[config.mk]
export PLATFORM = sky130hd
export DESIGN_NAME = framed_accum
export DESIGN_NICKNAME = d
export VERILOG_FILES = /design/src/rtl/framed_accum_pkg.sv /design/src/rtl/framed_accum_ctrl.sv /design/src/rtl/framed_accum_dp.sv /design/src/rtl/framed_accum.sv
export SDC_FILE = /design/constraint.sdc
export NUM_CORES = 1
export LEC_CHECK = 0
export BUFFER_PORTS_ARGS = -buffer_cell sky130_fd_sc_hd__buf_2
export CORE_AREA = 2 2 147 106
export CTS_BUF_LIST = sky130_fd_sc_hd__clkbuf_8
export CTS_CLUSTER_SIZE = 28
export DETAILED_ROUTE_END_ITERATION = 7
export DIE_AREA = 0 0 149 108
export GPL_TIMING_DRIVEN = 0
export PLACE_DENSITY_LB_ADDON = 0.2
export SLEW_MARGIN = 20
export SYNTH_ARGS = -nofsm -noshare
export SYNTH_HDL_FRONTEND = slang
export SYNTH_HIERARCHICAL = 1
export SYNTH_SLANG_ARGS = --single-unit
[constraint.sdc]
create_clock -name clk -period 6.75 [get_ports clk]
set_input_delay 0.3375 -clock clk [delete_from_list [all_inputs] [get_ports clk]]
set_output_delay 0.3375 -clock clk [all_outputs]
set_load 0.01 [all_outputs]
[src/rtl/framed_accum_pkg.sv]
package framed_accum_pkg;
  typedef enum logic [0:0] {
    ST_IDLE = 1'b0,
    ST_RUN  = 1'b1
  } run_state_e;
endpackage

[src/rtl/framed_accum_ctrl.sv]
module framed_accum_ctrl
  import framed_accum_pkg::*;
(
  input  logic clk,
  input  logic rst_n,
  input  logic start,
  input  logic done,
  output logic clr_o,
  output logic add_o,
  output logic running_o
);
  run_state_e state_q, state_d;

  // start has priority over done in every state
  always_comb begin
    state_d = state_q;
    if (start)
      state_d = ST_RUN;
    else if (state_q == ST_RUN && done)
      state_d = ST_IDLE;
  end

  always_ff @(posedge clk) begin
    if (!rst_n) state_q <= ST_IDLE;
    else        state_q <= state_d;
  end

  assign clr_o     = start;
  assign add_o     = (state_q == ST_RUN) && !start;
  assign running_o = (state_q == ST_RUN);

  // start always opens a run, whatever done does
  p_start_opens_r8: assert property (@(posedge clk) disable iff (!rst_n)
    start |=> running_o);

  // done closes a run unless start is present too
  p_done_closes_r5: assert property (@(posedge clk) disable iff (!rst_n)
    (running_o && done && !start) |=> !running_o);

  // idle persists without start
  p_idle_stays_r2: assert property (@(posedge clk) disable iff (!rst_n)
    (!running_o && !start) |=> !running_o);
endmodule

[src/rtl/framed_accum_dp.sv]
module framed_accum_dp #(
  parameter int DATA_W = 8,
  parameter int ACC_W  = 64
) (
  input  logic              clk,
  input  logic              rst_n,
  input  logic              clr,
  input  logic              add,
  input  logic [DATA_W-1:0] d_in,
  output logic [ACC_W-1:0]  acc_o
);
  localparam int PAD_W = ACC_W - DATA_W;

  logic [ACC_W-1:0] acc_q;
  logic [ACC_W-1:0] sample_ext;

  generate
    if (PAD_W > 0) begin : g_pad
      assign sample_ext = {{PAD_W{1'b0}}, d_in};
    end else begin : g_nopad
      assign sample_ext = d_in[ACC_W-1:0];
    end
  endgenerate

  always_ff @(posedge clk) begin
    if (!rst_n)   acc_q <= '0;
    else if (clr) acc_q <= '0;
    else if (add) acc_q <= acc_q + sample_ext;
  end

  assign acc_o = acc_q;

  // one edge after reset is sampled low, the total must read zero
  logic rst_seen_q;
  always_ff @(posedge clk) rst_seen_q <= !rst_n;
  always_ff @(posedge clk)
    if (rst_seen_q) a_reset_zero_r1: assert (acc_q == '0);

  // clear on start
  p_start_clears_r3: assert property (@(posedge clk) disable iff (!rst_n)
    clr |=> (acc_o == '0));

  // each enabled cycle adds the zero-extended sample
  p_add_sample_r4: assert property (@(posedge clk) disable iff (!rst_n)
    (add && !clr) |=> (acc_o == $past(acc_o) + ACC_W'($past(d_in))));

  // hold when neither clearing nor adding
  p_hold_r6: assert property (@(posedge clk) disable iff (!rst_n)
    (!add && !clr) |=> $stable(acc_o));
endmodule

[src/rtl/framed_accum.sv]
module framed_accum #(
  parameter int DATA_W = 8,
  parameter int ACC_W  = 64
) (
  input  logic              clk,
  input  logic              rst_n,
  input  logic              start,
  input  logic              done,
  input  logic [DATA_W-1:0] d_in,
  output logic [ACC_W-1:0]  acc
);
  logic clr, add, running;

  framed_accum_ctrl u_ctrl (
    .clk       (clk),
    .rst_n     (rst_n),
    .start     (start),
    .done      (done),
    .clr_o     (clr),
    .add_o     (add),
    .running_o (running)
  );

  framed_accum_dp #(
    .DATA_W (DATA_W),
    .ACC_W  (ACC_W)
  ) u_dp (
    .clk   (clk),
    .rst_n (rst_n),
    .clr   (clr),
    .add   (add),
    .d_in  (d_in),
    .acc_o (acc)
  );

  // start during a run drops the sample and zeroes the total
  p_restart_r7: assert property (@(posedge clk) disable iff (!rst_n)
    (running && start) |=> (acc == '0));

  // an idle block ignores done and data
  p_idle_ignores_r2: assert property (@(posedge clk) disable iff (!rst_n)
    (!running && !start) |=> $stable(acc));
endmodule

# Word-level counts from Yosys, hierarchy flattened
# Index checks and enable logic that the tools add are counted.
# Widths: inputs -> output; s select.
[classes]
mul = 0
n_reduce_logical = 5
n_eq_ne = 0
bitwise_logic = 1
n_lt_le_gt_ge = 0
shifts = 0
add_sub_neg = 1
div = 0
mux = 2
[ops]
columns = ["operator", "count"]
rows = [
  ["$add 64x8->64", 1],
  ["$logic_and 1x1->1", 2],
  ["$mux 1", 2],
  ["$reduce_bool 2->1", 1],
  ["$reduce_or 2->1", 1],
  ["$logic_not 1->1", 1],
  ["$not 1->1", 1],
]
[totals]
inputBits = 12
romBits = 0
memories = 0
latchBits = 0
ff_bits = 65
ram_bits = 0

# Logic depth before layout (Yosys ltp)
# Gate-level depths: netlist of the first run.
[depth]
word_depth = 3
mapped_depth = 8
ltp_nobuf = 7

# Modules after synthesis
# Netlist of the first run, hierarchy kept.
[by_module_without_submodules]
columns = ["module", "n_inst", "area_per_inst_um2", "cells_each"]
rows = [
  ["framed_accum_dp", 1, 3544.6, 423],
  ["framed_accum_ctrl", 1, 55.1, 5],
]

# Worst setup path after synthesis of the first run
# OpenSTA, ideal clock, no wires.
[synth_path]
kind = "flip-flop to flip-flop"
start = "reg u_dp.acc_q[0] (netlist: u_dp/acc_o[0])"
end = "reg u_dp.acc_q[58] (netlist: u_dp/acc_o[58])"
path_stages_with_launch = 9
slack_ns = 4.395
n_path_buf = 1
period_less_slack_ns = 2.355
arrival_ns = 2.295
cell_sequence = "dfxtp_1 > ha_1 > fa_1 > a211oi_1 > o211ai_1 > and3_1 > clkbuf_1 > a311o_1 > nand2_1"
[synth_between]
elab_chain_cells = 1
[synth_rtl]
columns = ["element", "line", "text"]
rows = [
  ["start: declaration", "framed_accum_dp.sv:14", "logic [ACC_W-1:0] acc_q;"],
  ["start signal: assignment", "framed_accum_dp.sv:28", "else if (add) acc_q <= acc_q + sample_ext;"],
  ["$add 64x8->64", "framed_accum_dp.sv:28", ""],
]
# Every way passes these cells.
# A chain may end at the register's enable or synchronous reset.

# Worst setup path after layout of the first run
[layout_path]
start = "reg u_dp.acc_q[7] (netlist: u_dp/acc_o[7])"
end = "reg u_dp.acc_q[25] (netlist: u_dp/acc_o[25])"
# Same word-level chain as after synthesis.

==> results of run 1 <==
==> cell type report <==
class	count	area (sq um)	share of cell area [%]
Buffer	20	103	2.34
Tap cell	195	244	5.57
Timing Repair Buffer	75	375	8.57
Inverter	10	37.5	0.857
Clock buffer	10	138	3.14
Clock inverter	5	23.8	0.543
Multi-Input combinational cell	333	2160	49.3
Sequential cell	65	1300	29.7
==> cell families after synthesis <==
| logic type | Yosys count | synth area share [%] |
|---|---|---|
| AOI/OAI and AO/OA | 100 | 17.8 |
| adders and majority gates | 9 | 3.34 |
| muxes | 9 | 2.50 |
| buffers and inverters | 30 | 3.89 |
| DFF | 65 | 36.1 |
| and+or+nand+nor | 194 | 31.2 |
| xor gates and xnor gates | 21 | 5.11 |
==> critical path: cells and delay by family (launching register included) <==
family | cells | cell delay (ns)
buf+inv | 1 | 0.54
compound gates | 5 | 1.82
fa+ha+maj | 1 | 0.35
flops | 1 | 0.33
==> power by group through the flow <==
stage          clock, W  combinational [W]  sequential [W]
6_report       0.000292          0.0000419        0.000385
5_1_grt        0.000319          0.0000465        0.000385
4_1_cts        0.000303          0.0000423        0.000385
3_5_place_dp          0          0.0000420        0.000394
3_3_place_gp          0          0.0000415        0.000394
2_1_floorplan         0          0.0000260        0.000395
==> through the flow <==
stage	total power, W	setup slack, ns	hold WS (ns)
global route	0.000751	3.44	0.224
finish	0.000719	3.65	0.227
detailed placement	0.000436	3.48	0.484
floorplan	0.000421	4.39	0.455
CTS	0.000730	3.62	0.217
global placement	0.000436	3.51	0.470
==> layer usage <==
layer | vias to the layer above | wire (um) | global-route usage, %
li1 | 1805 | - | -
met3 | 8 | 733 | 3.88
met5 | - | 0 | 0
met2 | 124 | 5090 | 21.9
met4 | 0 | 80 | 3.27
met1 | 1774 | 6270 | 23.1
==> state kept, by name, indices dropped and copies added (netlist names) <==
name	flops
u_dp/acc_o	64
u_ctrl/running_o	1
==> cell usage in the layout (no fill, tap or decap), drive strengths merged, types with 15 or more instances in the layout <==
cell and count:
buf 83, nor2 36, o21ai 15, or4 24, nand4 26, clkbuf 21
o31ai 17, dfxtp 65, a21oi 34, nand2 38
==> worst paths after layout <==
path | end | slack (ns)
max | u_dp/acc_o[25] | 3.65
min | u_ctrl/running_o | 0.23
max reg2reg | u_dp/acc_o[25] | 3.65
min reg2reg | u_dp/acc_o[57] | 0.50
==> results.yml, run 1 <==
status:
  status: "finished clean"
drt:
  route.antenna.remaining_nets: 0
  drc: 0
  drtIter0Drc: 307
  wl_per_cell_um: 17.1
  vias: 3711
  detail_route.first_pass.iterations: 5
  vias_per_cell: 5.20
  drt_wl_total_mm: 12.2
sta:
  rsz0062_at_grt: "no"
  period_share_pct: 45.9
  slew_headroom_pct: 33.1
  setup_tns_ns: 0
  post-route-min-period_ns: 3.10
  finalSetupViolCount: 0
  skew_ns: 0.0134
  finalHoldViolCount: 0
  fmaxAchievable_mhz: 323
  tightest_slew_ns: 0.993
  slew_violations: 0
cells_and_area:
  stdcell_count: 713
  drive_above_1_share_pct: 20.5
  fin_area_sq_um: 4380
  fin_util_pct: 30.1
  fillers: 1598
  layout.nets: 535
  n_antenna_cell: 0
  area_delta_synth_final_pct: 21.7
setup_path:
  crit_path_max_incr_delay_ns: 0.88
  crit_slowest_cell: "o21ai_0"
  rr_worst_depth: 7
  end_kind: "flop"
  crit_fanout: 10
  timing.rr.start: "u_dp/acc_o[7]"
  cp-start-kind: "flop"
  arrival_ns: 3.38
  crit_start: "u_dp/acc_o[7]"
  crit_type: "reg2reg"
  path_cells: "ha_1 -> a21oi_1 -> o211ai_1 -> o21ai_0 -> clkbuf_1 -> o21ai_0 -> a21oi_1"
  required_ns: 7.03
synth:
  yosysMostFrequentCell: "dfxtp_1"
  synth_nets: 449
  synth_edf_count: 0
  synth.distinct_cells: 55
  yosys.area.top_type: "dfxtp_1"
  ys.flop_type: "dfxtp_1"
  synth_area_leaders: "dfxtp_1 (36%), a21oi_1 (4.7%), or4_1 (4.6%)"
  synth_commonest_cells: "dfxtp_1 (65), nand2_1 (38), nor2_1 (36)"
  yosysSeqAreaShare_pct: 36.1
  syn_area_per_cell_sq_um: 8.41
  netlist.area_leader.share_pct: 36.1
  async_reset_ff_share_pct: 0
  synth_seq_cells: 65
  synth_area_sq_um: 3600
  yosys_warnings: 6
  syn_inst: 428
clock_tree:
  root_buffer: "clkbuf_8"
  cts_tree: "yes"
  clock_sinks: 65
  ctsResizeCount: 0
  cts_setup_buffers: 0
  cts_inserted_buffers: 9
  cts.hold.buffers_added: 0
  clk_pin_slew_worst_paths_ns: 0.08
  clk_latency_ns: 0.35
  htree_levels: 3
  clk_path_buf_depth: 2
global_routing:
  track_usage_pct: 15.4
  grt_pass1_vias: 3431
  grt.overflow.total: 0
  grt_max_degree: 11
  antenna_found_initial: 0
  grt_pass1_wl_mm: 19.1
floorplanning:
  die_y_um: 108
  rows: 37
  die-width_um: 149
  initial_utilization_pct: 24.8
  core-area_sq_um: 14500
  die_area_sq_um: 16100
  ios: 76
placement:
  hpwl_mm: 9.16
  placement.cell_area_sq_um: 4220
  dp.cells: 698
  portBuffers: 75
  place.gp.congestion: 0.806
worst_hold_path:
  worst_hold_path_type: "in2reg"
  hp-start: "rst_n"
  hold_depth: 2
power:
  clkPwrFrac_pct: 40.6
  swShare_pct: 25.3
  p_switching_w: 0.000182
  irDropWorstVdd_v: 0.0000668
  comb_power_share_pct: 5.8
  pwr-share-seq_pct: 53.6
  power.density_nw_per_um2: 164
  p_leak_nw: 1.61
  p_int_w: 0.000537
flow_run:
  cap_violations: 0
Note: power is estimated with default switching activity, not from simulation.
==> run 2, diff against run 1 <==
==> constraint.sdc (replaced) <==
create_clock -name clk -period 3.2 [get_ports clk]
set_input_delay 0.16 -clock clk [delete_from_list [all_inputs] [get_ports clk]]
set_output_delay 0.16 -clock clk [all_outputs]
set_load 0.01 [all_outputs]
==> run 2 against run 1 <==
Worst hold slack worse by 0.18 ns. Critical path depth up 1. Power up 110%. Sequential share of layout area unchanged. Maximum frequency up 4.7%.
==> results.yml, run 2 (synthesis gave the netlist of run 1 again) <==
clock_tree:
  clk_latency_ns: 0.35
  clock_sinks: 65
  cts.hold.buffers_added: 0
  cts_inserted_buffers: 9
  cts_tree: "yes"
  clk_pin_slew_worst_paths_ns: 0.08
  clk_path_buf_depth: 2
  cts_setup_buffers: 0
  root_buffer: "clkbuf_8"
  htree_levels: 3
global_routing:
  use_met3_pct: 3.88
  grt_pass1_vias: 3431
  grt_max_degree: 11
  grt-busiest-layer: "met1"
  use_met2_pct: 21.9
  grt_util_met1_pct: 23.1
  grt_pass1_wl_mm: 19.1
  grt.overflow.total: 0
  antenna_found_initial: 0
  track_usage_pct: 15.4
setup_path:
  crit_start: "u_dp/acc_o[0]"
  arrival_ns: 3.23
  end_kind: "flop"
  timing.rr.start: "u_dp/acc_o[0]"
  rr_worst_depth: 8
  required_ns: 3.47
  r2r_slack_ns: 0.24
  cp-start-kind: "flop"
  r2r_end: "u_dp/acc_o[40]"
  critPathCapture: "u_dp/acc_o[40]"
  crit_type: "reg2reg"
  crit_fanout: 10
cells_and_area:
  n_antenna_cell: 0
  fin_util_pct: 30.1
  fillers: 1598
  drive_above_1_share_pct: 20.5
  largest_reg_flops: 64
  layout_commonest_cell: "buf_2"
  layout.nets: 535
  final_cell_mix: "buf_2 (77), dfxtp_1 (65), nand2_1 (38)"
  area_delta_synth_final_pct: 21.7
floorplanning:
  ios: 76
  die_y_um: 108
  die-width_um: 149
  die_area_sq_um: 16100
  initial_utilization_pct: 24.8
  core-area_sq_um: 14500
  rows: 37
sta:
  tightest_slew_ns: 0.891
  setup_tns_ns: 0
  period_share_pct: 92.5
  skew_ns: 0.0134
  fmaxAchievable_mhz: 338
  finalSetupViolCount: 0
  post-route-min-period_ns: 2.96
  slew_violations: 0
  finalHoldViolCount: 0
  slew_headroom_pct: 40.4
  rsz0062_at_grt: "no"
worst_hold_path:
  worst_hold_path_type: "in2reg"
drt:
  drc: 0
  vias_per_cell: 5.20
  wl_per_cell_um: 17.1
  route.antenna.remaining_nets: 0
  vias: 3709
  drt_wl_total_mm: 12.2
  detail_route.first_pass.iterations: 5
  drtIter0Drc: 307
power:
  pwr-share-seq_pct: 53.6
  p_leak_nw: 1.61
  p_total_w: 0.00152
  power.density_nw_per_um2: 346
  clkPwrFrac_pct: 40.6
  swShare_pct: 25.3
  irDropWorstVdd_v: 0.000141
  p_int_w: 0.00113
  p_switching_w: 0.000384
  comb_power_share_pct: 5.8
status:
  status: "finished clean"
placement:
  place.gp.congestion: 0.806
  hpwl_mm: 9.16
  portBuffers: 75
flow_run:
  cap_violations: 0
## run 2: routing by layer
layer / share of wire, % / routed length, um
met5: 0 / 0
met4: 0.66 / 80
met1: 51 / 6270
met3: 6.0 / 733
met2: 42 / 5090
## run 2: critical path, cell delays in order, from the launching register on
cell and delay (ns):
dfxtp_1 0.35, ha_1 0.23, fa_1 0.27, a211oi_1 0.13, o211ai_1 0.73, nand3_1 0.19, clkbuf_1 0.30, or4_1 0.53
a21oi_1 0.15
## run 2: stage by stage
step / hold WS (ns) / setup slack, ns / instances / area (sq um)
floorplan: 0.277 / 0.845 / 428 / 3600
global placement: 0.422 / 0.121 / 698 / 4220
detailed placement: 0.420 / 0.0904 / 698 / 4220
CTS: 0.0394 / 0.0714 / 713 / 4380
global route: 0.0464 / 0.00831 / 713 / 4380
finish: 0.0500 / 0.241 / 713 / 4380
## run 2: cell type report
class | instances | area, sq um | area share, %
buffer | 20 | 103 | 2.34
clock buffer | 10 | 138 | 3.14
clock inverter | 5 | 23.8 | 0.543
timing repair buffer | 75 | 375 | 8.57
multi-input combinational | 333 | 2160 | 49.3
sequential | 65 | 1300 | 29.7
inverter | 10 | 37.5 | 0.857
tap | 195 | 244 | 5.57
## run 2: how the worst min path moves through the flow
| stage | to | cells past startpoint | slack, ns | start |
|---|---|---|---|---|
| 3_3_place_gp | u_ctrl/running_o | 2 | 0.42 | rst_n |
| 2_1_floorplan | u_ctrl/running_o | 1 | 0.28 | rst_n |
| 3_5_place_dp | u_ctrl/running_o | 2 | 0.42 | rst_n |
| 4_1_cts | u_ctrl/running_o | 2 | 0.04 | rst_n |
| 5_1_grt | u_ctrl/running_o | 2 | 0.05 | rst_n |
| 6_report | u_ctrl/running_o | 2 | 0.05 | rst_n |
## run 2: what timing repair did
| item | in CTS | in global routing |
|---|---|---|
| setup endpoints to repair | 0 | 10 |
| resized for setup | 0 | 1 |
| hold endpoints to repair | 0 | 0 |
## run 2: power by group through the flow
| stage | sequential [W] | combinational, W | clock [W] |
|---|---|---|---|
| final | 0.000813 | 0.0000883 | 0.000615 |
| after global placement | 0.000832 | 0.0000876 | 0 |
| after floorplan | 0.000832 | 0.0000549 | 0 |
| after detailed placement | 0.000832 | 0.0000885 | 0 |
| after CTS | 0.000813 | 0.0000891 | 0.000638 |
| after global routing | 0.000813 | 0.0000981 | 0.000673 |
